### src/rtl/cbal_pkg.sv
package cbal_pkg;

    localparam int REG_W     = 8;
    localparam int ACT_W     = 2;
    localparam int RSVD_BIT  = 7;
    localparam int PAUSE_BIT = 6;
    localparam int FSTOP_BIT = 5;
    localparam int OTDET_BIT = 4;
    localparam int ACT_HI    = 3;
    localparam int ACT_LO    = 2;
    localparam int GO_BIT    = 1;
    localparam int AUTO_BIT  = 0;

    typedef enum logic [ACT_W-1:0] {
        ACT_NONE  = 2'b00,
        ACT_SLEEP = 2'b01,
        ACT_SHDN  = 2'b10,
        ACT_RSVD  = 2'b11
    } done_act_e;

    typedef struct packed {
        logic      pause;
        logic      fstop_en;
        logic      otdet_en;
        done_act_e act;
        logic      auto_mode;
    } live_cfg_t;

    typedef struct packed {
        logic      fstop_en;
        logic      otdet_en;
        done_act_e act;
        logic      auto_mode;
    } shadow_cfg_t;

    function automatic live_cfg_t unpack_word(input logic [REG_W-1:0] d);
        live_cfg_t c;
        c.pause     = d[PAUSE_BIT];
        c.fstop_en  = d[FSTOP_BIT];
        c.otdet_en  = d[OTDET_BIT];
        c.act       = done_act_e'(d[ACT_HI:ACT_LO]);
        c.auto_mode = d[AUTO_BIT];
        return c;
    endfunction

    function automatic logic [REG_W-1:0] pack_word(input live_cfg_t c);
        logic [REG_W-1:0] w;
        w                = '0;
        w[PAUSE_BIT]     = c.pause;
        w[FSTOP_BIT]     = c.fstop_en;
        w[OTDET_BIT]     = c.otdet_en;
        w[ACT_HI:ACT_LO] = c.act;
        w[AUTO_BIT]      = c.auto_mode;
        return w;
    endfunction

    function automatic shadow_cfg_t to_shadow(input live_cfg_t c);
        shadow_cfg_t s;
        s.fstop_en  = c.fstop_en;
        s.otdet_en  = c.otdet_en;
        s.act       = c.act;
        s.auto_mode = c.auto_mode;
        return s;
    endfunction

    function automatic logic wants_sleep(input done_act_e a);
        return a == ACT_SLEEP;
    endfunction

    function automatic logic wants_shdn(input done_act_e a);
        return a == ACT_SHDN;
    endfunction

endpackage

### src/rtl/cbal_regfile.sv
module cbal_regfile
    import cbal_pkg::*;
(
    input  logic             clk,
    input  logic             rst,
    input  logic             wr_en,
    input  logic [REG_W-1:0] wr_data,
    output live_cfg_t        live_cfg,
    output live_cfg_t        wr_cfg,
    output logic             go,
    output logic [REG_W-1:0] rd_data
);

    logic unused_rsvd;
    assign unused_rsvd = wr_data[RSVD_BIT];

    assign wr_cfg = unpack_word(wr_data);
    assign go     = wr_en & wr_data[GO_BIT];

    always_ff @(posedge clk) begin
        if (rst) begin
            live_cfg <= '0;
        end else if (wr_en) begin
            live_cfg <= wr_cfg;
        end
    end

    assign rd_data = pack_word(live_cfg);

    AST_RD_FOLLOWS_WRITE: assert property (@(posedge clk) disable iff (rst)
        wr_en |=> (rd_data[PAUSE_BIT] == $past(wr_data[PAUSE_BIT])
                   && rd_data[AUTO_BIT] == $past(wr_data[AUTO_BIT])));

    AST_RD_HOLD: assert property (@(posedge clk) disable iff (rst)
        !wr_en |=> $stable(rd_data));

endmodule

### src/rtl/cbal_shadow.sv
module cbal_shadow
    import cbal_pkg::*;
(
    input  logic        clk,
    input  logic        rst,
    input  logic        go,
    input  live_cfg_t   wr_cfg,
    output shadow_cfg_t shd_cfg
);

    always_ff @(posedge clk) begin
        if (rst) begin
            shd_cfg <= '0;
        end else if (go) begin
            shd_cfg <= to_shadow(wr_cfg);
        end
    end

    AST_SHADOW_HOLD: assert property (@(posedge clk) disable iff (rst)
        !go |=> $stable(shd_cfg));

    AST_SHADOW_CAPTURE: assert property (@(posedge clk) disable iff (rst)
        go |=> (shd_cfg.auto_mode == $past(wr_cfg.auto_mode)
                && shd_cfg.act == $past(wr_cfg.act)));

endmodule

### src/rtl/cbal_seq.sv
module cbal_seq
    import cbal_pkg::*;
(
    input  logic        clk,
    input  logic        rst,
    input  logic        go,
    input  shadow_cfg_t shd_cfg,
    input  logic        pause,
    input  logic        fault,
    input  logic        tsd,
    input  logic        done,
    output logic        active,
    output logic        bal_en,
    output logic        sleep_req,
    output logic        shdn_req
);

    logic stop_now;
    logic finish_now;

    assign stop_now   = active & (tsd | (shd_cfg.fstop_en & fault));
    assign finish_now = active & done & ~stop_now & ~go;

    always_ff @(posedge clk) begin
        if (rst) begin
            active <= 1'b0;
        end else if (go) begin
            active <= 1'b1;
        end else if (stop_now || (active && done)) begin
            active <= 1'b0;
        end
    end

    always_ff @(posedge clk) begin
        if (rst) begin
            sleep_req <= 1'b0;
            shdn_req  <= 1'b0;
        end else begin
            sleep_req <= finish_now & wants_sleep(shd_cfg.act);
            shdn_req  <= finish_now & wants_shdn(shd_cfg.act);
        end
    end

    assign bal_en = active & ~pause;

    AST_GO_STARTS: assert property (@(posedge clk) disable iff (rst)
        go |=> active);

    AST_FAULT_STOP: assert property (@(posedge clk) disable iff (rst)
        (active && fault && shd_cfg.fstop_en && !go) |=> !active);

    AST_TSD_STOP: assert property (@(posedge clk) disable iff (rst)
        (active && tsd && !go) |=> !active);

    AST_REQ_EXCL: assert property (@(posedge clk) disable iff (rst)
        !(sleep_req && shdn_req));

    AST_REQ_ONE_CYCLE: assert property (@(posedge clk) disable iff (rst)
        (sleep_req || shdn_req) |=> !(sleep_req || shdn_req));

    AST_REQ_NEEDS_DONE: assert property (@(posedge clk) disable iff (rst)
        (sleep_req || shdn_req) |-> $past(active && done && !tsd));

    AST_PAUSE_KEEPS_ACTIVE: assert property (@(posedge clk) disable iff (rst)
        (active && !go && !tsd && !fault && !done) |=> active);

endmodule

### src/rtl/cbal_ctrl_top.sv
module cbal_ctrl_top
    import cbal_pkg::*;
(
    input  logic             clk,
    input  logic             rst,
    input  logic             wr_en,
    input  logic [REG_W-1:0] wr_data,
    output logic [REG_W-1:0] rd_data,
    input  logic             fault_i,
    input  logic             tsd_i,
    input  logic             done_i,
    output logic             bal_active_o,
    output logic             bal_en_o,
    output logic             pause_o,
    output logic             auto_mode_o,
    output logic             otdet_en_o,
    output logic             sleep_req_o,
    output logic             shdn_req_o
);

    live_cfg_t   live_cfg;
    live_cfg_t   wr_cfg;
    shadow_cfg_t shd_cfg;
    logic        go;

    cbal_regfile u_regs (
        .clk      (clk),
        .rst      (rst),
        .wr_en    (wr_en),
        .wr_data  (wr_data),
        .live_cfg (live_cfg),
        .wr_cfg   (wr_cfg),
        .go       (go),
        .rd_data  (rd_data)
    );

    cbal_shadow u_shadow (
        .clk     (clk),
        .rst     (rst),
        .go      (go),
        .wr_cfg  (wr_cfg),
        .shd_cfg (shd_cfg)
    );

    cbal_seq u_seq (
        .clk       (clk),
        .rst       (rst),
        .go        (go),
        .shd_cfg   (shd_cfg),
        .pause     (live_cfg.pause),
        .fault     (fault_i),
        .tsd       (tsd_i),
        .done      (done_i),
        .active    (bal_active_o),
        .bal_en    (bal_en_o),
        .sleep_req (sleep_req_o),
        .shdn_req  (shdn_req_o)
    );

    assign pause_o     = live_cfg.pause;
    assign auto_mode_o = shd_cfg.auto_mode;
    assign otdet_en_o  = shd_cfg.otdet_en;

    AST_EN_GATED: assert property (@(posedge clk) disable iff (rst)
        bal_en_o |-> (bal_active_o && !pause_o));

endmodule

### config.mk
export PLATFORM = sky130hd
export DESIGN_NAME = cbal_ctrl_top
export DESIGN_NICKNAME = d
export VERILOG_FILES = /design/src/rtl/cbal_pkg.sv /design/src/rtl/cbal_regfile.sv /design/src/rtl/cbal_shadow.sv /design/src/rtl/cbal_seq.sv /design/src/rtl/cbal_ctrl_top.sv
export SDC_FILE = /design/constraint.sdc
export NUM_CORES = 1
export LEC_CHECK = 0
export BUFFER_PORTS_ARGS = -buffer_cell sky130_fd_sc_hd__buf_2
export CORE_MARGIN = 1.5
export CORE_UTILIZATION = 47
export CTS_CLUSTER_SIZE = 24
export DETAILED_ROUTE_END_ITERATION = 12
export PLACE_DENSITY = 0.8
export SETUP_SLACK_MARGIN = 0.2
export SLEW_MARGIN = 5
export SYNTH_ARGS = -nofsm -noshare
export SYNTH_HDL_FRONTEND = slang
export SYNTH_SLANG_ARGS = --single-unit
export TNS_END_PERCENT = 5
### constraint.sdc
create_clock -name clk -period 1.5 [get_ports clk]
set_input_delay 0 -clock clk [delete_from_list [all_inputs] [get_ports clk]]
set_output_delay 0 -clock clk [all_outputs]
set_load 0.03 [all_outputs]
==> impl_metrics.env, run 1 <==
export IMPL_cts_tree="built"
export IMPL_grt_first_pass_wirelength_um=1590
export IMPL_grt_start_max_net_pins=19
export IMPL_drt_iter0_markers=4
export IMPL_ys_warn_count=0
export IMPL_vias_per_cell=5.09
export IMPL_slowest_delay_ps=400
export IMPL_clock_path_buffers=2
export IMPL_overflow=0
export IMPL_drive_above_1_share=0.379
export IMPL_status="finished, final reports clean"
export IMPL_core_area_mm2=0.00128
export IMPL_grt_pass1_vias=414
export IMPL_place_detailed_hpwl_um=763
export IMPL_n_antenna_cell=0
export IMPL_layout_commonest_cell="buf_2"
export IMPL_grt_use_total=0.156
export IMPL_min_delay_path_class="input port to register"
export IMPL_r2r_slack_ps=600
export IMPL_syn_to_final_growth_pct=27.5
export IMPL_cts_resized=0
export IMPL_gp_congestion=0.669
export IMPL_synth_cell_types=20
export IMPL_rsz0062_at_grt="no"
export IMPL_worstPathMaxFanout=4
export IMPL_finalCoreUtilization=0.633
export IMPL_drt_wirelength_per_cell_um=10.8
export IMPL_clock_fmax_mhz=991
export IMPL_syn_area_um2=638
export IMPL_h_tree_depth=1
export IMPL_drtAntennaViolNets=0
export IMPL_dpl_cell_area_um2=731
export IMPL_postCtsHoldBufs=6
export IMPL_ir_drop_v=0.000448
export IMPL_final_cell_mix="25 x buf_2, 14 x dfxtp_1, 6 x mux2i_1, 6 x nor2_1, 6 x dlygate4sd3_1"
export IMPL_num_vias=519
export IMPL_die_area_mm2=0.00159
export IMPL_ctsRootBufferMaster="clkbuf_4"
export IMPL_cts_made_buffers=3
export IMPL_cap_viol_max_count=0
export IMPL_finalCriticalPeriod_ps=1010
export IMPL_wl_um=1100
export IMPL_p_per_area_mw_per_mm2=904
export IMPL_finalHoldViolations=0
export IMPL_nFillCells=119
export IMPL_final_cell_area_um2=813
export IMPL_end_kind="output port"
export IMPL_setup_tns_ps=0
export IMPL_synth_seq_cells=14
export IMPL_fin_nets=103
export IMPL_clk_pin_slew_worst_paths_ps=70
export IMPL_dp_slack_ps=602
export IMPL_critical_path_class="register to output port"
export IMPL_die_w_um=39.8
export IMPL_crit_arrival_ps=1010
export IMPL_crit_chain="nor2b_1 > buf_2"
export IMPL_ios=29
export IMPL_synth_seq_area_share=0.439
export IMPL_avgSynthCellArea_um2=10.8
export IMPL_setup_violations=0
export IMPL_critPathBufInv=1
export IMPL_maxSlewViolCount=0
export IMPL_slowest_stage="dfxtp_1"
export IMPL_required_ps=1500
export IMPL_fin_ws_ps=491
export IMPL_clock_sinks=14
export IMPL_path_delay_family="flip-flops"
export IMPL_drtPass1Iterations=2
export IMPL_portBuffers=25
export IMPL_clk_latency_ps=260
export IMPL_fin_skew_ps=0.130
export IMPL_synthCells=59
export IMPL_initial_core_util=0.497
export IMPL_period_share=0.673
export IMPL_cts_setup_buffers=0
export IMPL_start_kind="register"
export IMPL_drcViolationCount=0
export IMPL_die_y_um=39.8
export IMPL_rows=13
export IMPL_antenna_found_initial=0
export IMPL_p_leak_uw=0.000379
## power breakdown
part,total (uW),internal (uW),switching (uW)
clock network,194,92.6,101
registers,399,388,10.7
logic,142,58.9,83.6
## cell usage after synthesis
| cell type | count | area (um2) |
|---|---|---|
| a21oi_1 | 5 | 25.0 |
| inv_1 | 1 | 3.75 |
| a21bo_1 | 4 | 40.0 |
| nand2_1 | 2 | 7.51 |
| a21bo_2 | 1 | 10.0 |
| nor2b_1 | 1 | 6.26 |
| dfxtp_1 | 14 | 280 |
| a22o_4 | 1 | 17.5 |
| nand4bb_4 | 1 | 27.5 |
| mux2i_1 | 6 | 60.1 |
| nand3_1 | 5 | 25.0 |
| buf_6 | 2 | 22.5 |
| nor4b_4 | 1 | 23.8 |
| buf_2 | 2 | 10.0 |
| o2bb2ai_1 | 1 | 8.76 |
| conb_1 | 1 | 3.75 |
| nor4_2 | 1 | 12.5 |
| buf_4 | 3 | 22.5 |
| nor4b_1 | 1 | 8.76 |
| nor2_1 | 6 | 22.5 |
## metal layers
layer	up-vias	share of wire	GRT usage
met5	-	0	0
met4	0	0.015	0.103
met3	2	0.056	0.0341
met2	18	0.50	0.258
met1	242	0.43	0.175
li1	257	-	-
## worst paths after layout
kind	startpoint	to	depth (start not counted)
hold reg to reg	u_shadow.shd_cfg[1]$_SDFFE_PP0P_	u_seq.shdn_req$_SDFF_PP0_	1
setup / recovery	u_seq.active$_SDFFE_PP0P_	bal_en_o	2
setup reg to reg	u_seq.active$_SDFFE_PP0P_	u_seq.active$_SDFFE_PP0P_	2
hold / removal	tsd_i	u_seq.active$_SDFFE_PP0P_	3
## registers in the layout (all words and copies together) (netlist names)
register / count
u_seq.shdn_req: 1
u_seq.active: 1
u_shadow.shd_cfg: 5
u_regs.live_cfg: 6
u_seq.sleep_req: 1
## through the flow
stage	hold WS (ps)	std cells	power, uW
3_5_place_dp	241	93	540
2_1_floorplan	69.1	60	510
4_1_cts	24.1	102	750
5_1_grt	43.8	102	784
6_report	36.5	102	735
3_3_place_gp	239	93	537
## layout make-up
cell class                      instances  area, um2  area share
Sequential cell                        14        280       0.345
Timing Repair Buffer                   31        185       0.228
Tap cell                               15       18.8      0.0231
Inverter                                1       3.75     0.00462
Multi-Input combinational cell         38        303       0.372
Clock buffer                            3       22.5      0.0277
## tightest hold or removal path: cells and delay by family
family,cells,cell delay [ps]
buffers and inverters,1,90
AND/OR/NAND/NOR,1,50
AO/OA/AOI/OAI,1,120
## logic make-up after synthesis
| group | after synthesis | share of synthesized area |
|---|---|---|
| AND/OR/NAND/NOR | 18 | 0.210 |
| flip-flops | 14 | 0.439 |
| AO/OA/AOI/OAI | 12 | 0.159 |
| buffers and inverters | 8 | 0.0921 |
| multiplexers | 6 | 0.0941 |
| other | 1 | 0.00588 |
(Power assumes the default switching activity.)
==> run 2, diff against run 1 <==
- CORE_ASPECT_RATIO: unset -> 1.2
- CORE_UTILIZATION: 47 -> 39
- PLACE_DENSITY: 0.8 -> 0.71
- clock period: 1.5 -> 0.9 ns (I/O delays scaled with it)
==> run 2 against run 1 <==
Against the previous run: global-route usage rose by 0.59 points; clock power rose by 130%; largest cell class unchanged; sequential power rose by 69%; sequential share of layout area fell by 2.4 points; critical path type unchanged; clock-buffer cell count rose by 1; register-to-register slack got worse by 600 ps; critical path depth did not move; the run now ends with negative setup slack left; final area rose by 16%; die area rose by 19%; hold slack got worse by 16 ps.
==> impl_metrics.env, run 2 (synthesized netlist as in run 1, its figures left out) <==
export IMPL_die_y_um=47.3
export IMPL_p_clk_frac=0.317
export IMPL_fin_ws_ps=-9.53
export IMPL_ios=29
export IMPL_num_vias=531
export IMPL_drcViolationCount=0
export IMPL_p_per_area_mw_per_mm2=1480
export IMPL_cts_setup_buffers=0
export IMPL_largest_register_ffs=6
export IMPL_initial_core_util=0.430
export IMPL_portBuffers=25
export IMPL_reg_top3="u_regs.live_cfg x6, u_shadow.shd_cfg x5"
export IMPL_syn_to_final_growth_pct=48.0
export IMPL_top_layer_used="met4"
export IMPL_ir_drop_v=0.000966
export IMPL_die_w_um=39.9
export IMPL_p_sw_uw=367
export IMPL_setup_tns_ps=-9.53
export IMPL_gp_congestion=0.619
export IMPL_fin_nets=104
export IMPL_wl_met2_um=637
export IMPL_drtPass1Iterations=4
export IMPL_multi_input_area_um2=314
export IMPL_clk_pin_slew_worst_paths_ps=90
export IMPL_start_kind="register"
export IMPL_swShare=0.263
export IMPL_critical_path_class="register to output port"
export IMPL_cts_made_buffers=3
export IMPL_h_tree_depth=1
export IMPL_grt_pass1_vias=494
export IMPL_n_antenna_cell=0
export IMPL_hold_ws_ps=20.5
export IMPL_dp_cells=96
export IMPL_clock_path_buffers=2
export IMPL_max_flop_register="u_regs.live_cfg"
export IMPL_internal_power_uw=1030
export IMPL_antenna_found_initial=0
export IMPL_wl_um=1300
export IMPL_grt_use_total=0.162
export IMPL_finalHoldViolations=0
export IMPL_rsz0062_at_grt="yes"
export IMPL_setup_violations=1
export IMPL_cts_tree="built"
export IMPL_place_detailed_hpwl_um=883
export IMPL_p_seq_frac=0.484
export IMPL_crit_arrival_ps=910
export IMPL_period_share=1.01
export IMPL_grt_start_max_net_pins=19
export IMPL_status="complete, but fails checks"
export IMPL_maxSlewViolCount=0
export IMPL_drtAntennaViolNets=0
export IMPL_end_kind="output port"
export IMPL_pwr_share_comb=0.199
export IMPL_clock_fmax_mhz=1100
export IMPL_required_ps=900
export IMPL_worstPathMaxFanout=4
export IMPL_finalCoreUtilization=0.637
export IMPL_vias_per_cell=5.01
export IMPL_total_power_uw=1390
export IMPL_die_area_mm2=0.00189
export IMPL_overflow=0
export IMPL_rows=15
export IMPL_wl_met3_um=69
export IMPL_wl_met1_um=580
export IMPL_grt_first_pass_wirelength_um=2060
export IMPL_final_cell_mix="13 x buf_2, 12 x dfxtp_2, 11 x buf_6"
export IMPL_layout_commonest_cell="buf_2"
export IMPL_seq_area_um2=303
export IMPL_drt_wirelength_per_cell_um=12.3
export IMPL_finalCriticalPeriod_ps=910
export IMPL_violations="negative setup slack"
export IMPL_ctsRootBufferMaster="clkbuf_4"
export IMPL_fin_skew_ps=3.32
export IMPL_nFillCells=127
export IMPL_drt_iter0_markers=3
export IMPL_final_cells=106
export IMPL_min_delay_path_class="input port to register"
export IMPL_core_area_mm2=0.00148
export IMPL_clk_latency_ps=270
export IMPL_cap_viol_max_count=0
export IMPL_clock_sinks=14
export IMPL_drive_above_1_share=0.573
export IMPL_p_leak_uw=0.000418
==> run 2: cell types whose count changed in the layout (fill, tap and decap cells not counted), sizes merged <==
cell          previous run  this run
clkbuf                   3         4
dlygate4sd3              6         5
buf                     25        26
dlymetal6s4s             0         1
==> run 2: power groups by stage <==
| stage | Clock (uW) | Sequential (uW) | Combinational, uW |
|---|---|---|---|
| global placement | 0 | 679 | 222 |
| global route | 477 | 680 | 299 |
| CTS | 454 | 676 | 276 |
| finish | 442 | 675 | 277 |
| floorplan | 0 | 724 | 126 |
| detailed placement | 0 | 682 | 226 |
==> run 2: final cells by class <==
cell class,count,share of cell area
multi-input combinational,38,0.332
sequential,14,0.321
timing repair buffer,32,0.282
clock buffer,4,0.0384
tap,17,0.0225
inverter,1,0.00397
==> run 2: through the flow <==
step / instance area (um2) / setup WS [ps]
2_1_floorplan: 651 / 45.8
3_3_place_gp: 749 / 69.8
5_1_grt: 945 / -49.4
4_1_cts: 938 / -17.3
6_report: 945 / -9.53
3_5_place_dp: 749 / 19.8
==> run 2: timing repair <==
item | CTS | global route
endpoints found under the setup margin | 21 | 24
endpoints found under the hold margin | 10 | 0
pin swaps | 5 | 3
resized for setup | 36 | 2
gates cloned | 0 | 0
hold buffers | 6 | 0
==> run 2: path summary, 6_finish.rpt <==
path	from	to	slack, ps	cells after the start
max	u_seq.active$_SDFFE_PP0P_	bal_en_o	-10	2
min	tsd_i	u_seq.active$_SDFFE_PP0P_	20	3
max reg2reg	u_shadow.shd_cfg[4]$_SDFFE_PP0P_	u_seq.sleep_req$_SDFF_PP0_	0	2
min reg2reg	u_shadow.shd_cfg[1]$_SDFFE_PP0P_	u_seq.shdn_req$_SDFF_PP0_	440	1
==> run 2: critical path, cell delays in order (launching register included) <==
cell and delay, ps:
dfxtp_4 380, nor2b_4 140, buf_6 130
==> run 2: layer usage <==
layer,vias to the layer above,global-route usage
li1,261,-
met1,250,0.199
met2,18,0.265
met3,2,0.0427
met4,0,0.0621
met5,-,0
==> run 3, diff against run 2 <==
==> constraint.sdc (replaced) <==
create_clock -name clk -period 0.9 [get_ports clk]
set_input_delay 0.09 -clock clk [delete_from_list [all_inputs] [get_ports clk]]
set_output_delay 0.09 -clock clk [all_outputs]
set_load 0.03 [all_outputs]
==> run 3 against run 2 <==
Against the previous run: the flow still finishes with violations (negative setup slack); via count shrank 3.6%; final area decreased by 7.3%; routed wire length is 7.3% lower; clock-buffer cell count unchanged; clock power fell by 16%; first-iteration DRC count rose by 100%; core utilization shrank 4.6 points; power down 6.6%; sequential power hardly changed; cell count decreased by 5.7%; global-route usage down 0.16 points; clock skew shrank 1.0 ps; critical path type unchanged; largest power group unchanged.
==> impl_metrics.env, run 3 (synthesized netlist as in run 1, its figures left out) <==
export IMPL_ir_drop_v=0.000893
export IMPL_setup_tns_ps=-214
export IMPL_portBuffers=25
export IMPL_ff2ff_path_depth=2
export IMPL_reg_top3="u_regs.live_cfg x6, u_shadow.shd_cfg x5"
export IMPL_die_area_mm2=0.00189
export IMPL_total_power_uw=1300
export IMPL_vias_per_cell=5.12
export IMPL_maxSlewViolCount=0
export IMPL_violations="negative setup slack"
export IMPL_final_cell_area_um2=876
export IMPL_start_kind="register"
export IMPL_clock_sinks=14
export IMPL_rsz0062_at_grt="yes"
export IMPL_critical_path_class="register to output port"
export IMPL_gp_congestion=0.627
export IMPL_initial_core_util=0.430
export IMPL_grt_first_pass_wirelength_um=1960
export IMPL_grt_use_total=0.160
export IMPL_finalCriticalPeriod_ps=1000
export IMPL_crit_path_end="bal_en_o"
export IMPL_largest_register_ffs=6
export IMPL_rows=15
export IMPL_finalHoldViolations=0
export IMPL_clock_fmax_mhz=996
export IMPL_holdPathStages=3
export IMPL_cts_tree="built"
export IMPL_clk_pin_slew_worst_paths_ps=80
export IMPL_hold_ws_ps=43.8
export IMPL_n_antenna_cell=0
export IMPL_ios=29
export IMPL_clock_path_buffers=2
export IMPL_fin_ws_ps=-104
export IMPL_core_area_mm2=0.00148
export IMPL_h_tree_depth=1
export IMPL_overflow=0
export IMPL_syn_to_final_growth_pct=37.3
export IMPL_layout_commonest_cell="buf_2"
export IMPL_wl_um=1210
export IMPL_min_delay_path_class="input port to register"
export IMPL_period_share=1.12
export IMPL_grt_start_max_net_pins=19
export IMPL_drcViolationCount=0
export IMPL_dp_cells=96
export IMPL_final_cell_mix="14 x buf_2, 13 x dfxtp_2, 10 x buf_6"
export IMPL_crit_arrival_ps=910
export IMPL_setup_violations=4
export IMPL_dpl_cell_area_um2=756
export IMPL_drt_wirelength_per_cell_um=12.1
export IMPL_postCtsHoldBufs=0
export IMPL_max_flop_register="u_regs.live_cfg"
export IMPL_fin_nets=98
export IMPL_cts_setup_buffers=0
export IMPL_cap_viol_max_count=0
export IMPL_worstPathMaxFanout=4
export IMPL_p_leak_uw=0.000377
export IMPL_die_y_um=47.3
export IMPL_clk_latency_ps=280
export IMPL_drtPass1Iterations=4
export IMPL_fin_skew_ps=2.30
export IMPL_drtAntennaViolNets=0
export IMPL_die_w_um=39.9
export IMPL_antenna_found_initial=0
export IMPL_status="complete, but fails checks"
export IMPL_place_detailed_hpwl_um=826
export IMPL_startpoint="u_seq.active$_SDFFE_PP0P_"
export IMPL_grt_pass1_vias=456
export IMPL_end_kind="output port"
export IMPL_final_cells=100
export IMPL_drt_iter0_markers=6
export IMPL_ctsRootBufferMaster="clkbuf_4"
export IMPL_cts_made_buffers=3
export IMPL_p_per_area_mw_per_mm2=1490
export IMPL_drive_above_1_share=0.614
export IMPL_r2r_slack_ps=10
export IMPL_reg2reg_to="u_seq.sleep_req$_SDFF_PP0_"
export IMPL_required_ps=810
export IMPL_r2r_start="u_shadow.shd_cfg[4]$_SDFFE_PP0P_"
export IMPL_num_vias=512
run 3: area by class of cell:
cell class              count  area (um2)
multi-input cells          38         327
inverters                   1        3.75
fillers                   142         607
well taps                  17        21.3
flip-flops and latches     14         300
clock buffers               4        26.3
repair buffers             26         198
run 3: worst max-delay path: stages, from the launching register on:
cell     delay (ps)
dfxtp_4         370
nor2b_4         140
buf_6           130
run 3: how the worst min path moves through the flow:
stage                           from                                to
after floorplan                  rst  u_shadow.shd_cfg[4]$_SDFFE_PP0P_
after global placement    wr_data[6]   u_regs.live_cfg[5]$_SDFFE_PP0P_
final                     wr_data[6]   u_regs.live_cfg[5]$_SDFFE_PP0P_
after detailed placement  wr_data[6]   u_regs.live_cfg[5]$_SDFFE_PP0P_
after CTS                 wr_data[6]   u_regs.live_cfg[5]$_SDFFE_PP0P_
after global routing      wr_data[6]   u_regs.live_cfg[5]$_SDFFE_PP0P_
run 3: what timing repair did:
| item | 4_1_cts | 5_1_grt |
|---|---|---|
| resized for setup | 30 | 4 |
| endpoints found under the hold margin | 0 | 0 |
| endpoints found under the setup margin | 21 | 21 |
| pin swaps | 6 | 5 |
run 3: routing by layer:
| metal | global-route usage | vias up | part of all wire |
|---|---|---|---|
| met5 | 0 | - | 0 |
| met4 | 0.145 | 0 | 0.034 |
| met3 | 0.0427 | 4 | 0.067 |
| met2 | 0.223 | 20 | 0.48 |
| met1 | 0.197 | 237 | 0.42 |
| li1 | - | 251 | - |
run 3: stage by stage:
| step | utilization | setup slack (ps) |
|---|---|---|
| after global routing | 0.591 | -150 |
| final | 0.591 | -104 |
| after detailed placement | 0.510 | -1.01 |
| after global placement | 0.510 | 28.7 |
| after CTS | 0.578 | -123 |
| after floorplan | - | 43.5 |
run 3: power breakdown:
| group | internal (uW) | total, uW | switching, uW |
|---|---|---|---|
| Combinational | 111 | 255 | 143 |
| Sequential | 652 | 677 | 25.1 |
| Clock | 172 | 371 | 199 |
